<file path="config.mk">
export PLATFORM = sky130hd
export DESIGN_NAME = lane_mframe_gen
export DESIGN_NICKNAME = d
export VERILOG_FILES = /design/src/rtl/mfg_pkg.sv /design/src/rtl/mfg_slot_seq.sv /design/src/rtl/mfg_word_build.sv /design/src/rtl/lane_mframe_gen.sv
export SDC_FILE = /design/constraint.sdc
export NUM_CORES = 1
export LEC_CHECK = 0
export ABC_AREA = 1
export BUFFER_PORTS_ARGS = -buffer_cell sky130_fd_sc_hd__buf_2
export CAP_MARGIN = 25
export CORE_MARGIN = 5
export CORE_UTILIZATION = 49
export CTS_CLUSTER_DIAMETER = 200
export DETAILED_ROUTE_END_ITERATION = 8
export GPL_TIMING_DRIVEN = 0
export PLACE_DENSITY_LB_ADDON = 0.08
export SLEW_MARGIN = 20
export SYNTH_ARGS = -nofsm -noshare
export SYNTH_HDL_FRONTEND = slang
export SYNTH_SLANG_ARGS = --single-unit
</file>
<file path="constraint.sdc">
create_clock -name clk -period 2.4 [get_ports clk]
set_input_delay 0.36 -clock clk [delete_from_list [all_inputs] [get_ports clk]]
set_output_delay 0.36 -clock clk [all_outputs]
set_load 0.005 [all_outputs]
</file>
<file path="src/rtl/mfg_pkg.sv">
package mfg_pkg;

  // Sync header values
  localparam logic [1:0] HDR_CTL = 2'b10;
  localparam logic [1:0] HDR_DAT = 2'b01;

  // Control word type codes, bits [63:58]
  localparam logic [5:0] TY_SYNC = 6'b011110;
  localparam logic [5:0] TY_SCRM = 6'b001010;
  localparam logic [5:0] TY_SKIP = 6'b000111;
  localparam logic [5:0] TY_DIAG = 6'b011001;

  // Which kind of word the current metaframe position carries
  typedef enum logic [1:0] {
    SL_SYNC = 2'd0,
    SL_SCRM = 2'd1,
    SL_PAY  = 2'd2,
    SL_DIAG = 2'd3
  } slot_e;

endpackage

</file>
<file path="src/rtl/mfg_slot_seq.sv">
module mfg_slot_seq
  import mfg_pkg::*;
#(
  parameter int LEN_W   = 14,
  parameter int MIN_LEN = 4,
  parameter int MAX_LEN = 8192,
  parameter int WIN     = 5
) (
  input  logic             clk,
  input  logic             rst_n,
  input  logic [LEN_W-1:0] cfg_len,
  input  logic             burst_en,
  input  logic [1:0]       lane_stat,
  output slot_e            slot,
  output logic             frame_begin,
  output logic             burst_q,
  output logic [1:0]       stat_q
);

  localparam logic [LEN_W-1:0] MIN_L = LEN_W'(MIN_LEN);
  localparam logic [LEN_W-1:0] MAX_L = LEN_W'(MAX_LEN);
  localparam int               EXT_W = LEN_W + 1;

  logic [LEN_W-1:0] pos_q, pos_d;
  logic [LEN_W-1:0] len_q, len_d, len_clamped;
  logic             burst_d;
  logic [1:0]       stat_d;
  logic             last_pos;
  logic             armed_q;

  // Length clamp and next-state logic
  always_comb begin
    if (cfg_len < MIN_L)      len_clamped = MIN_L;
    else if (cfg_len > MAX_L) len_clamped = MAX_L;
    else                      len_clamped = cfg_len;

    frame_begin = (pos_q == '0);
    last_pos    = (pos_q == len_q - 1'b1);
    pos_d       = last_pos ? '0 : pos_q + 1'b1;
    len_d       = frame_begin ? len_clamped : len_q;
    burst_d     = frame_begin ? burst_en    : burst_q;
    stat_d      = frame_begin ? lane_stat   : stat_q;

    if (frame_begin)                   slot = SL_SYNC;
    else if (pos_q == LEN_W'(1))       slot = SL_SCRM;
    else if (last_pos)                 slot = SL_DIAG;
    else                               slot = SL_PAY;
  end

  // State registers
  always_ff @(posedge clk or negedge rst_n) begin
    if (!rst_n) begin
      pos_q   <= '0;
      len_q   <= MIN_L;
      burst_q <= 1'b0;
      stat_q  <= 2'b00;
      armed_q <= 1'b0;
    end else begin
      pos_q   <= pos_d;
      len_q   <= len_d;
      burst_q <= burst_d;
      stat_q  <= stat_d;
      armed_q <= 1'b1;
    end
  end

  // Positions that fall within WIN cycles of a start pulse (the pulse is
  // registered, so it appears at position 1)
  logic in_win;
  assign in_win = (pos_q <= LEN_W'(WIN + 1)) ||
                  ((EXT_W'(pos_q) + EXT_W'(WIN)) > EXT_W'(len_q));


  pos_bound_chk: assert property (@(posedge clk) disable iff (!rst_n)
    pos_q < len_q);


  burst_stable_chk: assert property (@(posedge clk) disable iff (!rst_n)
    (armed_q && in_win) |-> $stable(burst_en));


  stat_stable_chk: assert property (@(posedge clk) disable iff (!rst_n)
    (armed_q && in_win) |-> $stable(lane_stat));

endmodule

</file>
<file path="src/rtl/mfg_word_build.sv">
module mfg_word_build
  import mfg_pkg::*;
#(
  parameter int          DATA_W    = 64,
  parameter int          CRC_W     = 32,
  parameter logic [57:0] SYNC_FILL = 58'h21E_6F82_AB55_0F0F,
  parameter logic [57:0] SCRM_FILL = 58'h000_0000_0000_0000,
  parameter logic [57:0] SKIP_FILL = 58'h21E_1E1E_1E1E_1E1E
) (
  input  logic              clk,
  input  logic              rst_n,
  input  slot_e             slot,
  input  logic              frame_begin,
  input  logic              burst_q,
  input  logic [1:0]        stat_q,
  input  logic              fifo_avail,
  input  logic [DATA_W-1:0] fifo_data,
  input  logic [CRC_W-1:0]  crc_in,
  output logic              fifo_rd,
  output logic [DATA_W-1:0] tx_body,
  output logic [1:0]        tx_hdr,
  output logic              tx_ctl,
  output logic              mf_start
);

  localparam int TYPE_W = 6;
  localparam int FILL_W = DATA_W - TYPE_W;
  localparam int PAD_W  = FILL_W - 2 - CRC_W;

  logic [DATA_W-1:0] body_d;
  logic              ctl_d;
  logic [1:0]        hdr_d;
  logic              vld_q;

  // Word selection
  always_comb begin
    fifo_rd = 1'b0;
    ctl_d   = 1'b1;
    body_d  = {TY_SKIP, SKIP_FILL};
    unique case (slot)
      SL_SYNC: body_d = {TY_SYNC, SYNC_FILL};
      SL_SCRM: body_d = {TY_SCRM, SCRM_FILL};
      SL_DIAG: body_d = {TY_DIAG, {PAD_W{1'b0}}, stat_q, crc_in};
      SL_PAY: begin
        if (burst_q && fifo_avail) begin
          fifo_rd = 1'b1;
          ctl_d   = 1'b0;
          body_d  = fifo_data;
        end
      end
      default: body_d = {TY_SKIP, SKIP_FILL};
    endcase
    hdr_d = ctl_d ? HDR_CTL : HDR_DAT;
  end

  // Output registers
  always_ff @(posedge clk or negedge rst_n) begin
    if (!rst_n) begin
      tx_body  <= '0;
      tx_hdr   <= 2'b00;
      tx_ctl   <= 1'b0;
      mf_start <= 1'b0;
      vld_q    <= 1'b0;
    end else begin
      tx_body  <= body_d;
      tx_hdr   <= hdr_d;
      tx_ctl   <= ctl_d;
      mf_start <= frame_begin;
      vld_q    <= 1'b1;
    end
  end


  rd_needs_data_chk: assert property (@(posedge clk) disable iff (!rst_n)
    fifo_rd |-> fifo_avail);


  no_rd_in_skip_frame_chk: assert property (@(posedge clk) disable iff (!rst_n)
    !burst_q |-> !fifo_rd);


  start_is_sync_chk: assert property (@(posedge clk) disable iff (!rst_n)
    mf_start |-> (tx_ctl && tx_body[DATA_W-1 -: TYPE_W] == TY_SYNC));


  sync_then_scrm_chk: assert property (@(posedge clk) disable iff (!rst_n)
    mf_start |=> (tx_hdr == HDR_CTL && tx_body[DATA_W-1 -: TYPE_W] == TY_SCRM));


  hdr_onehot_chk: assert property (@(posedge clk) disable iff (!rst_n)
    vld_q |-> $onehot(tx_hdr));

endmodule

</file>
<file path="src/rtl/lane_mframe_gen.sv">
module lane_mframe_gen
  import mfg_pkg::*;
#(
  parameter int LEN_W   = 14,
  parameter int MIN_LEN = 4,
  parameter int MAX_LEN = 8192,
  parameter int DATA_W  = 64,
  parameter int CRC_W   = 32
) (
  input  logic              clk,
  input  logic              rst_n,
  input  logic [LEN_W-1:0]  cfg_len,
  input  logic [DATA_W-1:0] fifo_data,
  input  logic              fifo_avail,
  input  logic              burst_en,
  input  logic [1:0]        lane_stat,
  input  logic [CRC_W-1:0]  crc_in,
  output logic              fifo_rd,
  output logic [DATA_W-1:0] tx_body,
  output logic [1:0]        tx_hdr,
  output logic              tx_ctl,
  output logic              mf_start
);

  slot_e      slot;
  logic       frame_begin;
  logic       burst_q;
  logic [1:0] stat_q;

  mfg_slot_seq #(
    .LEN_W   (LEN_W),
    .MIN_LEN (MIN_LEN),
    .MAX_LEN (MAX_LEN),
    .WIN     (5)
  ) i_seq (
    .clk         (clk),
    .rst_n       (rst_n),
    .cfg_len     (cfg_len),
    .burst_en    (burst_en),
    .lane_stat   (lane_stat),
    .slot        (slot),
    .frame_begin (frame_begin),
    .burst_q     (burst_q),
    .stat_q      (stat_q)
  );

  mfg_word_build #(
    .DATA_W (DATA_W),
    .CRC_W  (CRC_W)
  ) i_build (
    .clk         (clk),
    .rst_n       (rst_n),
    .slot        (slot),
    .frame_begin (frame_begin),
    .burst_q     (burst_q),
    .stat_q      (stat_q),
    .fifo_avail  (fifo_avail),
    .fifo_data   (fifo_data),
    .crc_in      (crc_in),
    .fifo_rd     (fifo_rd),
    .tx_body     (tx_body),
    .tx_hdr      (tx_hdr),
    .tx_ctl      (tx_ctl),
    .mf_start    (mf_start)
  );

endmodule

</file>
## Word-level counts from Yosys, hierarchy flattened

Index checks and enable logic that the tools add are counted.

| storage, ports and cells | value |
|---|---|
| logic and storage cells | 33 |
| output and inout port bits | 69 |
| input port bits | 116 |
| flip-flop bits (word level) | 99 |

| operators by class | value |
|---|---|
| add/sub/neg operators | 2 |
| multiplexer cells | 13 |
| eq/ne operators | 5 |
| magnitude comparators | 2 |
| reductions and logical operators | 3 |

Operator list:

| operator | count |
|---|---|
| $pmux 64 s4 | 1 |
| $mux 64 | 1 |
| $mux 14 | 3 |
| $add 14x1->14 const B | 1 |
| $eq 14x1->1 const B | 1 |
| $eq 14x14->1 | 1 |
| $gt 14x14->1 const B | 1 |
| $logic_not 14->1 | 1 |
| $lt 14x3->1 const B | 1 |
| $sub 14x1->14 const B | 1 |
| $mux 2 | 3 |
| $mux 1 | 5 |
| $eq 2x2->1 const B | 2 |
| $eq 2x1->1 const B | 1 |
| $logic_not 2->1 | 1 |
| $logic_and 1x1->1 | 1 |

## Logic depth before layout (Yosys ltp)

| depth | value |
|---|---|
| depth after elaboration | 8 |
| depth in mapped cells | 17 |

## Modules after synthesis

A second synthesis with hierarchy kept.

| unflattened totals | value |
|---|---|
| cell total of the unflattened synthesis | 595 |
| area total of the unflattened synthesis | 4,838.4 µm² |

Modules (own cells, without submodules):

| module | times used | cells each | seq. area each (µm²) | area each (µm²) |
|---|---|---|---|---|
| mfg_word_build | 1 | 288 | 1,676.6 | 2,698.8 |
| mfg_slot_seq | 1 | 307 | 777.0 | 2,139.6 |

## Worst setup path before layout

OpenSTA, ideal clock, no wires.

| path | value |
|---|---|
| path kind | register -> output |
| from | reg i_seq.len_q[0] |
| to | out fifo_rd |
| required time | 2.040 ns |
| cell stages (with the launch flop) | 15 |
| slack | 0.267 ns |
| arrival time | 1.773 ns |
| path through | dfrtp_1 inv_1 ha_1 nand2_2 nor2_4 nand2_1 nand3_1 nand2_1 nor2_1 nand2_1 nor2_2 nor2_1 nand2_1 buf_2 inv_1 |

| on the way | value |
|---|---|
| word-level cells in the longest chain between the ends | 7 |

RTL lines:

| what | line | text |
|---|---|---|
| from (decl) | mfg_slot_seq.sv:25 | `logic [LEN_W-1:0] len_q, len_d, len_clamped;` |
| from (signal assigned) | mfg_slot_seq.sv:60 | `len_q <= len_d;` |
| $sub 14x1->14 | mfg_slot_seq.sv:38 | `last_pos = (pos_q == len_q - 1'b1);` |
| $eq 14x14->1 | mfg_slot_seq.sv:38 |  |
| $mux 1 | mfg_slot_seq.sv:46 | `else if (last_pos) slot = SL_DIAG;` |
| $mux 2 | mfg_slot_seq.sv:45 | `else if (pos_q == LEN_W'(1)) slot = SL_SCRM;` |
| $mux 2 | mfg_slot_seq.sv:44 | `if (frame_begin) slot = SL_SYNC;` |
| $eq 2x2->1 | mfg_word_build.sv:40 | `unique case (slot)` |
| $mux 1 | mfg_word_build.sv:40 |  |
| to (decl) | lane_mframe_gen.sv:18 | `output logic fifo_rd,` |

No other way between the ends.

## Worst setup path after layout

| path | value |
|---|---|
| from | reg i_seq.len_q[6] |
| to | out fifo_rd |

The elaborated chain is that of the path after synthesis.

==> results.tsv <==
stage	metric	value	unit
layout	final std cells w/o fill	953	
setup_path	reg2reg path depth	8	
drt	DRT iter0 DRCs	358	
die	Die Y	110	um
placement	pre-CTS setup slack	-0.272	ns
clock_network	CTS Sinks	98	
layout	commonest non-fill, non-tap cell in the layout	buf_2	
setup_path	Setup crit end kind	primary output	
timing	Final Hold Vio Count	0	
layout	Design Area, Final	6350	um^2
drt	Wirelength per Cell	14.7	um
power_and_ir_drop	Max VDD drop	0.485	mV
clock_network	CTS tree	yes	
layout	layout cells sized above 1	33.4	%
power_and_ir_drop	Net Sw Power	2.54	mW
placement	DP Area	5980	um^2
grt	first-pass GRT wire length	21400	um
setup_path	reg-to-reg startpoint	i_seq.pos_q[10]	
layout	area grow syn2layout	30.7	%
die	io pins	185	
power_and_ir_drop	P_int	3.65	mW
layout	nets@finish	935	
layout	final core occ	65.3	%
synthesis	Mapped Nets	729	
drt	# DRC	0	
timing	final setup violation count	1	
placement	Placed Cells	927	
die	Die Area	12000	um^2
layout	FILL cells	881	
setup_path	Setup crit start kind	register	
synthesis	post-synth cell types	35	
synthesis	number of synthesized flops with an enable pin	0	
timing	PnR worst setup slack	-0.138	ns
die	Die X	110	um
timing	TNS Setup	-0.138	ns
setup_path	worst path arrival time	2.18	ns
placement	IO buf count	184	
setup_path	kind of critical path	register to primary output	
power_and_ir_drop	leakage	3.44	nW
drt	1st-pass router iterations	5	
clock_network	clock latency on the worst-skew pair	0.37	ns
power_and_ir_drop	Power Density	974	nW/um^2
hold_path	worst min path class	input pin to register	
drt	final antenna-violating net count	0	
layout	most frequent cells in the layout	188 x buf_2, 145 x nand2_1, 96 x dfrtp_1, 77 x nor2_1, 65 x nand3_1	
grt	largest net degree at the start of global routing	82	
power_and_ir_drop	register share of total power	37.4	%
run	max-cap check violation count	0	
timing	fin crit period	2.54	ns
drt	WL final	14000	um
synthesis	Post-Syn Instances	609	
die	core footprint	9730	um^2
timing	Post-Route Skew	0.0124	ns
clock_network	Max clock buf depth	2	
timing	RSZ-0062 raised after global routing	true	
synthesis	mapped cell area	4860	um^2
clock_network	clk slew on worst S/H paths	0.10	ns
synthesis	Avg Cell Area, Syn	7.98	um^2
timing	Worst Tran Pin Value	0.617	ns
clock_network	CTS buffer count	9	
timing	fmax	394	MHz
synthesis	sequential share of the synthesized area	50.5	%
grt	antenna violations before repair	0	
placement	gp weighted congestion	0.846	
power_and_ir_drop	clock power share	17.4	%
outcome	violated checks	setup timing	
layout	antenna cells	0	
timing	final period utilization	106	%
timing	final hold slack	0.181	ns
grt	total grt overflow	0	
drt	vias per cell	5.02	
timing	final count of pins violating max slew	0	
die	Starting Density	50.0	%
clock_network	root buf cell	clkbuf_8	
synthesis	Synth Register Bits	98	
setup_path	Worst Path Max Fanout	6	
synthesis	Ys Warns	0	
outcome	status	finished, violations left	
power_and_ir_drop	switch share	41.0	%
hold_path	Worst Hold End	i_seq.stat_q[0]	
placement	HPWL after DPL	10700	um
synthesis	Main synth FF type	dfrtp_1	
synthesis	ys async rst share	100	%
drt	vias post-DR	4788	
power_and_ir_drop	Tot Pwr	6.19	mW
grt	gr usage total	23.0	%
grt	number of global-route vias before repair	4463	
setup_path	r2r setup slk	0.04	ns
power_and_ir_drop	Combinational Power Share	45.2	%
die	site row count	36	
clock_network	htree depth	3	
setup_path	WP data required	2.04	ns
timing	Worst slew margin	58.8	%
setup_path	RR Endpoint	i_build.tx_body[0]	
hold_path	worst hold path depth	3	
hold_path	Hold Startpoint	lane_stat[0]	
-- critical path: stages (launching register included) --
cell and delay [ns]:
dfrtp_1 0.36, buf_2 0.16, nor2_2 0.14, nand2_2 0.11, nor2_1 0.15, nand2_1 0.07
nand2_1 0.08, nand2_1 0.06, nor2_1 0.11, nand3_2 0.11, nor2_4 0.17, nor2_4 0.06
nand2_4 0.07, inv_2 0.04, buf_2 0.12
-- flip-flops by register name, summed over array words and instances, names as in the netlist --
name	flops
i_build.mf_start	1
i_seq.pos_q	14
i_build.tx_body	64
i_build.tx_ctl	1
i_build.tx_hdr	1
i_seq.len_q	14
i_seq.burst_q	1
i_seq.stat_q	2
-- metal layers --
metal | vias up | part of all wire [%] | track usage, %
li1 | 2337 | - | -
met1 | 2223 | 41 | 29.8
met2 | 194 | 48 | 37.4
met3 | 34 | 8.2 | 4.40
met4 | 0 | 3.3 | 10.2
met5 | - | 0 | 0
-- how the worst max path moves through the flow --
| stage | end | start | slack (ns) | depth (start not counted) |
|---|---|---|---|---|
| final | fifo_rd | i_seq.len_q[6] | -0.14 | 14 |
| after global routing | fifo_rd | i_seq.len_q[0] | -0.33 | 17 |
| after CTS | fifo_rd | i_seq.len_q[1] | -0.24 | 17 |
| after detailed placement | fifo_rd | i_seq.len_q[0] | -0.27 | 15 |
| after global placement | fifo_rd | i_seq.len_q[0] | -0.17 | 15 |
| after floorplan | fifo_rd | i_seq.len_q[0] | 0.27 | 14 |
-- kinds of logic (layout without fill, tap and decap cells) --
family                   after synthesis  in the layout  share of synthesized area [%]
AND/OR/NAND/NOR                      366            366                           33.9
flip-flops                            98             98                           50.5
buffers and inverters                 92            303                           7.95
AO/OA/AOI/OAI                         34             34                           3.68
XOR/XNOR                              15             15                           2.99
adder cells (fa/ha/maj)                4              4                           1.03
-- power groups by stage --
| stage | Combinational, mW | Clock (mW) | Sequential (mW) |
|---|---|---|---|
| after global placement | 2.42 | 0 | 2.34 |
| final | 2.80 | 1.08 | 2.32 |
| after detailed placement | 2.50 | 0 | 2.34 |
| after global routing | 3.15 | 1.16 | 2.37 |
| after floorplan | 1.70 | 0 | 2.33 |
| after CTS | 2.68 | 1.08 | 2.31 |
-- cell usage after synthesis (all sizes together), types with 4 or more instances --
library cell / instances / area share [%]
ha: 4 / 1.0
nor2: 89 / 7.6
buf: 14 / 1.9
nand3: 69 / 7.2
nor3: 7 / 0.82
nand3b: 5 / 0.77
or2: 13 / 1.7
nand4: 24 / 3.1
o21ai: 28 / 2.9
xnor2: 7 / 1.3
clkbuf: 11 / 0.85
nand2: 156 / 12
xor2: 7 / 1.3
dfrtp: 97 / 50
inv: 65 / 5.0
-- cell type report --
cell class / count / area [um^2] / share of cell area (%)
Sequential cell: 98 / 2450 / 38.6
Multi-Input combinational cell: 419 / 2100 / 33.1
Timing Repair Buffer: 196 / 1040 / 16.4
Inverter: 67 / 251 / 3.96
Tap cell: 133 / 166 / 2.62
Clock buffer: 10 / 138 / 2.17
Buffer: 24 / 135 / 2.13
Clock inverter: 6 / 60.1 / 0.945
-- timing repair --
item,4_1_cts,5_1_grt
pin swaps,3,8
hold buffers,1,0
endpoints found under the setup margin,2,42
gates resized for setup,15,18
buffers inserted,6,4
hold endpoints to repair,16,0
Power figures use the tool's default switching activity.
